### config.mk
export PLATFORM = sky130hd
export DESIGN_NAME = evt_notify_queue
export DESIGN_NICKNAME = d
export VERILOG_FILES = /design/src/rtl/enq_pkg.sv /design/src/rtl/enq_fifo.sv /design/src/rtl/enq_format.sv /design/src/rtl/enq_byte_port.sv /design/src/rtl/evt_notify_queue.sv
export SDC_FILE = /design/constraint.sdc
export NUM_CORES = 2
export LEC_CHECK = 0
export ABC_AREA = 0
export BUFFER_PORTS_ARGS = -buffer_cell sky130_fd_sc_hd__buf_2
export CORE_MARGIN = 2
export CORE_UTILIZATION = 45
export CTS_CLUSTER_SIZE = 40
export DETAILED_ROUTE_END_ITERATION = 8
export PLACE_DENSITY = 0.73
export SYNTH_ARGS = -nofsm -noshare
export SYNTH_HDL_FRONTEND = slang
export SYNTH_SLANG_ARGS = --single-unit
### constraint.sdc
create_clock -name clk -period 14.15 [get_ports clk]
set_input_delay 2.1225 -clock clk [delete_from_list [all_inputs] [get_ports clk]]
set_output_delay 2.1225 -clock clk [all_outputs]
set_load 0.1 [all_outputs]
### src/rtl/enq_pkg.sv
package enq_pkg;
  localparam int FID_W  = 32;
  localparam int FH_W   = 32;
  localparam int ERR_W  = 32;
  localparam int ADDR_W = 64;
  localparam int CODE_W = 16;
  localparam int RC_W   = 16;
  localparam int TAG_W  = 8;

  localparam int IMG_BITS  = 2 * TAG_W + CODE_W + FID_W + FH_W + ERR_W + ADDR_W;
  localparam int IMG_BYTES = IMG_BITS / 8;

  localparam logic [RC_W-1:0]  RC_OK     = 16'd0;
  localparam logic [RC_W-1:0]  RC_EMPTY  = 16'd1;
  localparam logic [TAG_W-1:0] NT_EVENT  = 8'd2;
  localparam logic [TAG_W-1:0] CC_ERROR  = 8'd1;
  localparam logic [TAG_W-1:0] CC_AVAIL  = 8'd2;

  typedef struct packed {
    logic              is_err;
    logic [FID_W-1:0]  fid;
    logic [FH_W-1:0]   fh;
    logic [ERR_W-1:0]  detail;
    logic [ADDR_W-1:0] addr;
    logic [CODE_W-1:0] code;
  } enq_rec_t;

  typedef struct packed {
    logic [RC_W-1:0]   rc;
    logic [TAG_W-1:0]  nt;
    logic [TAG_W-1:0]  cc;
    logic [FID_W-1:0]  fid;
    logic [FH_W-1:0]   fh;
    logic [ERR_W-1:0]  detail;
    logic [ADDR_W-1:0] addr;
    logic [CODE_W-1:0] code;
  } enq_rsp_t;

  function automatic logic [IMG_BITS-1:0] rsp_image(input enq_rsp_t r);
    return {r.nt, r.cc, r.code, r.fid, r.fh, r.detail, r.addr};
  endfunction
endpackage

### src/rtl/enq_fifo.sv
module enq_fifo
  import enq_pkg::*;
#(
  parameter int DEPTH = 8
) (
  input  logic     clk,
  input  logic     rst_n,
  input  logic     wr_req,
  input  enq_rec_t wr_rec,
  input  logic     rd_req,
  output enq_rec_t head_rec,
  output logic     nonempty,
  output logic     ovf
);
  localparam int PTR_W = (DEPTH > 1) ? $clog2(DEPTH) : 1;
  localparam int CNT_W = $clog2(DEPTH + 1);
  localparam logic [CNT_W-1:0] CNT_FULL = CNT_W'(DEPTH);
  localparam logic [PTR_W-1:0] PTR_LAST = PTR_W'(DEPTH - 1);

  enq_rec_t          mem [DEPTH];
  logic [PTR_W-1:0]  wr_ptr_q, wr_ptr_d;
  logic [PTR_W-1:0]  rd_ptr_q, rd_ptr_d;
  logic [CNT_W-1:0]  cnt_q, cnt_d;
  logic              ovf_q, ovf_d;
  logic              do_rd, do_wr;

  function automatic logic [PTR_W-1:0] ptr_inc(input logic [PTR_W-1:0] p);
    return (p == PTR_LAST) ? '0 : p + 1'b1;
  endfunction

  always_comb begin
    do_rd    = rd_req && (cnt_q != '0);
    do_wr    = wr_req && ((cnt_q != CNT_FULL) || do_rd);
    wr_ptr_d = do_wr ? ptr_inc(wr_ptr_q) : wr_ptr_q;
    rd_ptr_d = do_rd ? ptr_inc(rd_ptr_q) : rd_ptr_q;
    cnt_d    = cnt_q;
    if (do_wr && !do_rd)      cnt_d = cnt_q + 1'b1;
    else if (do_rd && !do_wr) cnt_d = cnt_q - 1'b1;
    ovf_d    = ovf_q || (wr_req && !do_wr);
  end

  always_ff @(posedge clk or negedge rst_n) begin
    if (!rst_n) begin
      wr_ptr_q <= '0;
      rd_ptr_q <= '0;
      cnt_q    <= '0;
      ovf_q    <= 1'b0;
    end else begin
      wr_ptr_q <= wr_ptr_d;
      rd_ptr_q <= rd_ptr_d;
      cnt_q    <= cnt_d;
      ovf_q    <= ovf_d;
    end
  end

  always_ff @(posedge clk) begin
    if (do_wr) mem[wr_ptr_q] <= wr_rec;
  end

  assign head_rec = mem[rd_ptr_q];
  assign nonempty = (cnt_q != '0);
  assign ovf      = ovf_q;

  // overflow flag is sticky
  a_r9_ovf_sticky: assert property (@(posedge clk) disable iff (!rst_n)
    ovf_q |=> ovf_q);
  // occupancy never exceeds the depth
  a_r9_cnt_bound: assert property (@(posedge clk) disable iff (!rst_n)
    cnt_q <= CNT_FULL);
  // lone push into a full queue is dropped and flagged
  a_r9_drop_flags: assert property (@(posedge clk) disable iff (!rst_n)
    (cnt_q == CNT_FULL && wr_req && !rd_req) |=> (ovf_q && cnt_q == CNT_FULL));
  // push with pop on a full queue keeps it full and raises no overflow
  a_r10_full_swap: assert property (@(posedge clk) disable iff (!rst_n)
    (cnt_q == CNT_FULL && wr_req && rd_req && !ovf_q) |=> (cnt_q == CNT_FULL && !ovf_q));
endmodule

### src/rtl/enq_format.sv
module enq_format
  import enq_pkg::*;
(
  input  logic     clk,
  input  logic     rst_n,
  input  logic     pop_req,
  input  logic     head_ok,
  input  enq_rec_t head_rec,
  output logic     rsp_vld,
  output enq_rsp_t rsp
);
  enq_rsp_t rsp_q, rsp_d;
  logic     vld_q;

  always_comb begin
    rsp_d = '0;
    if (head_ok) begin
      rsp_d.rc     = RC_OK;
      rsp_d.nt     = NT_EVENT;
      rsp_d.cc     = head_rec.is_err ? CC_ERROR : CC_AVAIL;
      rsp_d.fid    = head_rec.fid;
      rsp_d.fh     = head_rec.fh;
      rsp_d.code   = head_rec.code;
      rsp_d.detail = head_rec.is_err ? head_rec.detail : '0;
      rsp_d.addr   = head_rec.is_err ? head_rec.addr : '0;
    end else begin
      rsp_d.rc     = RC_EMPTY;
    end
  end

  always_ff @(posedge clk or negedge rst_n) begin
    if (!rst_n) begin
      vld_q <= 1'b0;
      rsp_q <= '0;
    end else begin
      vld_q <= pop_req;
      if (pop_req) rsp_q <= rsp_d;
    end
  end

  assign rsp_vld = vld_q;
  assign rsp     = rsp_q;

  // availability responses carry no address or detail
  a_r4_avail_zero: assert property (@(posedge clk) disable iff (!rst_n)
    (vld_q && rsp_q.cc == CC_AVAIL) |-> (rsp_q.detail == '0 && rsp_q.addr == '0));
  // empty response carries no record content
  a_r5_empty_blank: assert property (@(posedge clk) disable iff (!rst_n)
    (vld_q && rsp_q.rc != RC_OK) |-> (rsp_q.nt == '0 && rsp_q.cc == '0 && rsp_q.fid == '0));
  // a successful response always has a known content code
  a_r3_cc_known: assert property (@(posedge clk) disable iff (!rst_n)
    (vld_q && rsp_q.rc == RC_OK) |-> (rsp_q.nt == NT_EVENT && (rsp_q.cc == CC_ERROR || rsp_q.cc == CC_AVAIL)));
  // response holds between pops
  a_r6_hold: assert property (@(posedge clk) disable iff (!rst_n)
    !pop_req |=> ($stable(rsp_q) && !vld_q));
endmodule

### src/rtl/enq_byte_port.sv
module enq_byte_port
  import enq_pkg::*;
#(
  parameter bit ENABLE = 1'b1
) (
  input  enq_rsp_t   rsp,
  input  logic [4:0] rd_idx,
  output logic [7:0] rd_byte
);
  generate
    if (ENABLE) begin : g_on
      logic [IMG_BITS-1:0] img;
      logic [IMG_BITS-1:0] shifted;
      always_comb begin
        img     = rsp_image(rsp);
        shifted = img << (8 * rd_idx);
        rd_byte = (int'(rd_idx) < IMG_BYTES) ? shifted[IMG_BITS-1 -: 8] : 8'h00;
      end
    end else begin : g_off
      logic unused_inputs;
      assign unused_inputs = ^{rsp, rd_idx};
      assign rd_byte = 8'h00;
    end
  endgenerate
endmodule

### src/rtl/evt_notify_queue.sv
module evt_notify_queue
  import enq_pkg::*;
#(
  parameter int DEPTH        = 8,
  parameter bit BYTE_PORT_EN = 1'b1
) (
  input  logic        clk,
  input  logic        rst_n,
  input  logic        push_vld,
  input  logic        push_is_err,
  input  logic [31:0] push_fid,
  input  logic [31:0] push_fh,
  input  logic [31:0] push_err,
  input  logic [63:0] push_addr,
  input  logic [15:0] push_code,
  input  logic        pop_req,
  output logic        have_event,
  output logic        overflow,
  output logic        attn,
  output logic        rsp_vld,
  output logic [15:0] rsp_rc,
  output logic [7:0]  rsp_nt,
  output logic [7:0]  rsp_cc,
  output logic [31:0] rsp_fid,
  output logic [31:0] rsp_fh,
  output logic [31:0] rsp_err,
  output logic [63:0] rsp_addr,
  output logic [15:0] rsp_code,
  input  logic [4:0]  rd_idx,
  output logic [7:0]  rd_byte
);
  enq_rec_t in_rec;
  enq_rec_t head_rec;
  enq_rsp_t rsp;
  logic     nonempty;
  logic     attn_q;

  always_comb begin
    in_rec.is_err = push_is_err;
    in_rec.fid    = push_fid;
    in_rec.fh     = push_fh;
    in_rec.detail = push_err;
    in_rec.addr   = push_addr;
    in_rec.code   = push_code;
  end

  enq_fifo #(.DEPTH(DEPTH)) u_fifo (
    .clk      (clk),
    .rst_n    (rst_n),
    .wr_req   (push_vld),
    .wr_rec   (in_rec),
    .rd_req   (pop_req),
    .head_rec (head_rec),
    .nonempty (nonempty),
    .ovf      (overflow)
  );

  enq_format u_fmt (
    .clk      (clk),
    .rst_n    (rst_n),
    .pop_req  (pop_req),
    .head_ok  (nonempty),
    .head_rec (head_rec),
    .rsp_vld  (rsp_vld),
    .rsp      (rsp)
  );

  enq_byte_port #(.ENABLE(BYTE_PORT_EN)) u_bytes (
    .rsp     (rsp),
    .rd_idx  (rd_idx),
    .rd_byte (rd_byte)
  );

  always_ff @(posedge clk or negedge rst_n) begin
    if (!rst_n) attn_q <= 1'b0;
    else        attn_q <= push_vld;
  end

  assign attn       = attn_q;
  assign have_event = nonempty;
  assign rsp_rc     = rsp.rc;
  assign rsp_nt     = rsp.nt;
  assign rsp_cc     = rsp.cc;
  assign rsp_fid    = rsp.fid;
  assign rsp_fh     = rsp.fh;
  assign rsp_err    = rsp.detail;
  assign rsp_addr   = rsp.addr;
  assign rsp_code   = rsp.code;

  // any push leaves at least one record queued
  a_r8_push_nonempty: assert property (@(posedge clk) disable iff (!rst_n)
    push_vld |=> have_event);
  // attention follows a push
  a_r7_attn_pulse: assert property (@(posedge clk) disable iff (!rst_n)
    push_vld |=> attn);
  // a pop of an empty queue without a push reports no event
  a_r5_empty_rc: assert property (@(posedge clk) disable iff (!rst_n)
    (pop_req && !have_event) |=> (rsp_vld && rsp_rc == RC_EMPTY));
endmodule

==> qor.yml <==
yosys:
  yosysSeqAreaShare_pct: 76.95
  synth_edf_count: 1416
  yosysTopAreaCell: "edfxtp_1"
  syn_inst: 2679
  synth_top_area_share_pct: 69.10
  synthTopCellsByArea: "edfxtp_1, mux4_2, dfrtp_1, mux2i_1, o2bb2ai_1"
  postSynthAreaPerCell_um2: 22.97
  ys_types: 42
  netlist_area_um2: 61530
  ys.flop_type: "edfxtp_1"
  ys_seq_elements: 1609
  synth-warning-count: 0
  postSynth.asyncResetShare_pct: 12.00
critical_path:
  critPathLaunch: "rd_idx[2]"
  crit_type: "input port to output port"
  crit_required_ns: 12.03
  timing.rr.end: "u_fmt.rsp[29]"
  worstPathMaxFanout: 38
  cp-start-kind: "input port"
  cp.arrival_ns: 4.99
  r2r_slack_ns: 9.09
  reg2reg_from: "u_fifo.rd_ptr_q[0]"
  ff2ff_path_depth: 7
  crit_path_end_kind: "output port"
  crit_end: "rd_byte[2]"
route:
  drt_first_pass_iters: 7
  wirelength_um: 157700
  drc: 0
  drt_iter0_drc: 3438
  routedWlPerCell_um: 31.22
  drtAntennaViolNets: 0
  vias_per_cell: 5.998
  vias: 30300
timing:
  timing.hold.ws_ns: 0.4568
  worst_pin_slew_ns: 1.125
  clock_skew_ns: 0.04405
  post-route-min-period_ns: 7.108
  setup_viol: 0
  slew_viol_final: 0
  timing.fmax_mhz: 140.7
  rsz0062_at_grt: "false"
  fin_crit_sh_pct: 50.23
  slew_headroom_pct: 24.79
  setup_tns_ns: 0
  final-hold-violation-count: 0
placement:
  gp_congestion: 0.8114
  portBuffers: 377
  dpl_cell_area_um2: 65210
  hpwl_um: 95790
cts:
  htreeDepth: 4
  cts-root-buf: "clkbuf_16"
  insertion_delay_ns: 0.81
  clk_pin_slew_worst_paths_ns: 0.06
  cts-resized-gates: 0
  hold_buffers: 0
  clkSinkCount: 1609
  cts_tree: "done"
  ctsLongestPathBuffers: 3
  cts_setup_buffers: 0
  numCtsBuffers: 159
finish:
  drive_gt1_share_pct: 32.61
  multi_input_area_um2: 13270
  final_area_um2: 70590
  seq_area_um2: 47360
  final_nets: 3303
  area_growth_pct: 14.72
  final_util_pct: 52.04
  fillCellCount: 10300
global_routing:
  grt_pass1_vias: 29770
  antenna_found_initial: 73
  grt_pass1_wl_um: 223500
  gr-total-overflow: 0
  grt_max_degree: 128
  grt_usage_pct: 22.46
power_and_ir_drop:
  swShare_pct: 37.88
  clkPwrFrac_pct: 26.0
  comb_power_share_pct: 32.6
  finalPower_mw: 16.30
  internal_power_mw: 10.13
  p_sw_mw: 6.176
  seqPwrFrac_pct: 41.4
  ir_drop_uv: 238.8
  power_density_nw_per_um2: 231.0
  p_leak_nw: 23.92
flow_run:
  max_cap_viol_count: 0
floorplanning:
  core_area_um2: 135600
  io_pins: 406
  start_util_pct: 45.37
  die_h_um: 373.8
  die-area_um2: 139700
  fp-row-count: 135
  dieWidth_um: 373.8
min_path:
  hp-class: "flip-flop to flip-flop"
run_status:
  status: "completed"
[cells in the final DEF (no fill, tap or decap), types with 16 or more instances in the layout]
| cell | count |
|---|---|
| clkinv_1 | 16 |
| buf_2 | 375 |
| diode_2 | 26 |
| dfrtp_1 | 190 |
| edfxtp_1 | 1416 |
| clkinv_2 | 19 |
| mux4_2 | 387 |
| clkbuf_8 | 18 |
| o2bb2ai_1 | 176 |
| clkbuf_16 | 162 |
| mux2i_1 | 208 |
| clkbuf_1 | 52 |
| buf_4 | 39 |
| conb_1 | 28 |
[cells in the mapped netlist (3+ instances only)]
cell type,instances
edfxtp_1,1416
mux4_2,387
mux2i_1,208
dfrtp_1,193
o2bb2ai_1,176
buf_2,68
buf_4,66
clkbuf_1,35
nor2_1,17
nand2_1,12
o22ai_1,12
nand2b_1,11
nor3_1,9
buf_6,7
ha_1,7
o21ai_0,6
o32ai_1,6
a21o_1,4
buf_1,4
mux2_2,4
a21oi_1,3
inv_1,3
xnor2_1,3
[routing by layer]
layer	vias to the layer above	part of all wire [%]	GRT usage (%)
li1	12230	-	-
met1	16190	40	30.70
met2	1513	47	33.59
met3	313	9.5	6.996
met4	50	3.9	9.426
met5	-	0.20	0
[power by group through the flow]
stage / clock [mW] / combinational, mW / sequential, mW
2_1_floorplan: 0 / 2.69 / 8.04
3_3_place_gp: 0 / 5.32 / 6.81
3_5_place_dp: 0 / 5.37 / 6.82
4_1_cts: 4.29 / 5.38 / 6.73
5_1_grt: 4.49 / 5.57 / 6.78
6_report: 4.24 / 5.32 / 6.74
[area by class of cell]
class                   instances  area share, %
multi-input cells             912          18.80
flip-flops and latches       1609          67.10
well taps                    1781          3.157
clock buffers                 232          6.370
inverters                       5        0.03368
repair buffers                422          3.293
diodes                         26        0.09217
clock inverters                64          1.157
[worst max-delay path, cell delays in order]
cell and delay, ns:
buf_2 0.69, nand2b_1 0.31, o22ai_1 0.23, nor3_1 0.10
o32ai_1 0.92, buf_2 0.58
[logic make-up after synthesis]
family,count (synthesis),synth area share [%]
flip-flops,1609,76.95
buffers and inverters,185,1.755
adder cells (fa/ha/maj),8,0.1749
other,1,0.006094
XOR/XNOR,3,0.04271
AO/OA/AOI/OAI,215,2.942
multiplexers,599,17.62
AND/OR/NAND/NOR,59,0.5063
[worst min-delay path by stage]
| stage | from | end | slack (ns) | depth (start not counted) |
|---|---|---|---|---|
| 3_5_place_dp | u_fifo.ovf | u_fifo.ovf | 0.45 | 1 |
| 5_1_grt | u_fifo.ovf | u_fifo.ovf | 0.49 | 1 |
| 4_1_cts | u_fifo.ovf | u_fifo.ovf | 0.46 | 1 |
| 3_3_place_gp | u_fifo.ovf | u_fifo.ovf | 0.44 | 1 |
| 6_report | u_fifo.ovf | u_fifo.ovf | 0.46 | 1 |
| 2_1_floorplan | u_fifo.cnt_q[2] | u_fifo.cnt_q[2] | 0.47 | 2 |
[stage by stage]
step                std cells  setup slack, ns
floorplan                2706            3.501
global placement         4729            7.150
detailed placement       4729            7.148
CTS                      5025            7.160
global route             5041            6.792
finish                   5051            7.042
[state kept, by name, indices dropped and copies added, names as in the netlist]
register / cells
u_fmt.rsp_vld: 1
u_fifo.mem: 1416
u_fmt.rsp: 180
u_fifo.ovf: 1
u_fifo.wr_ptr_q: 3
u_fifo.cnt_q: 4
u_fifo.rd_ptr_q: 3
attn: 1
No activity file was read; power rests on OpenSTA's default activity.
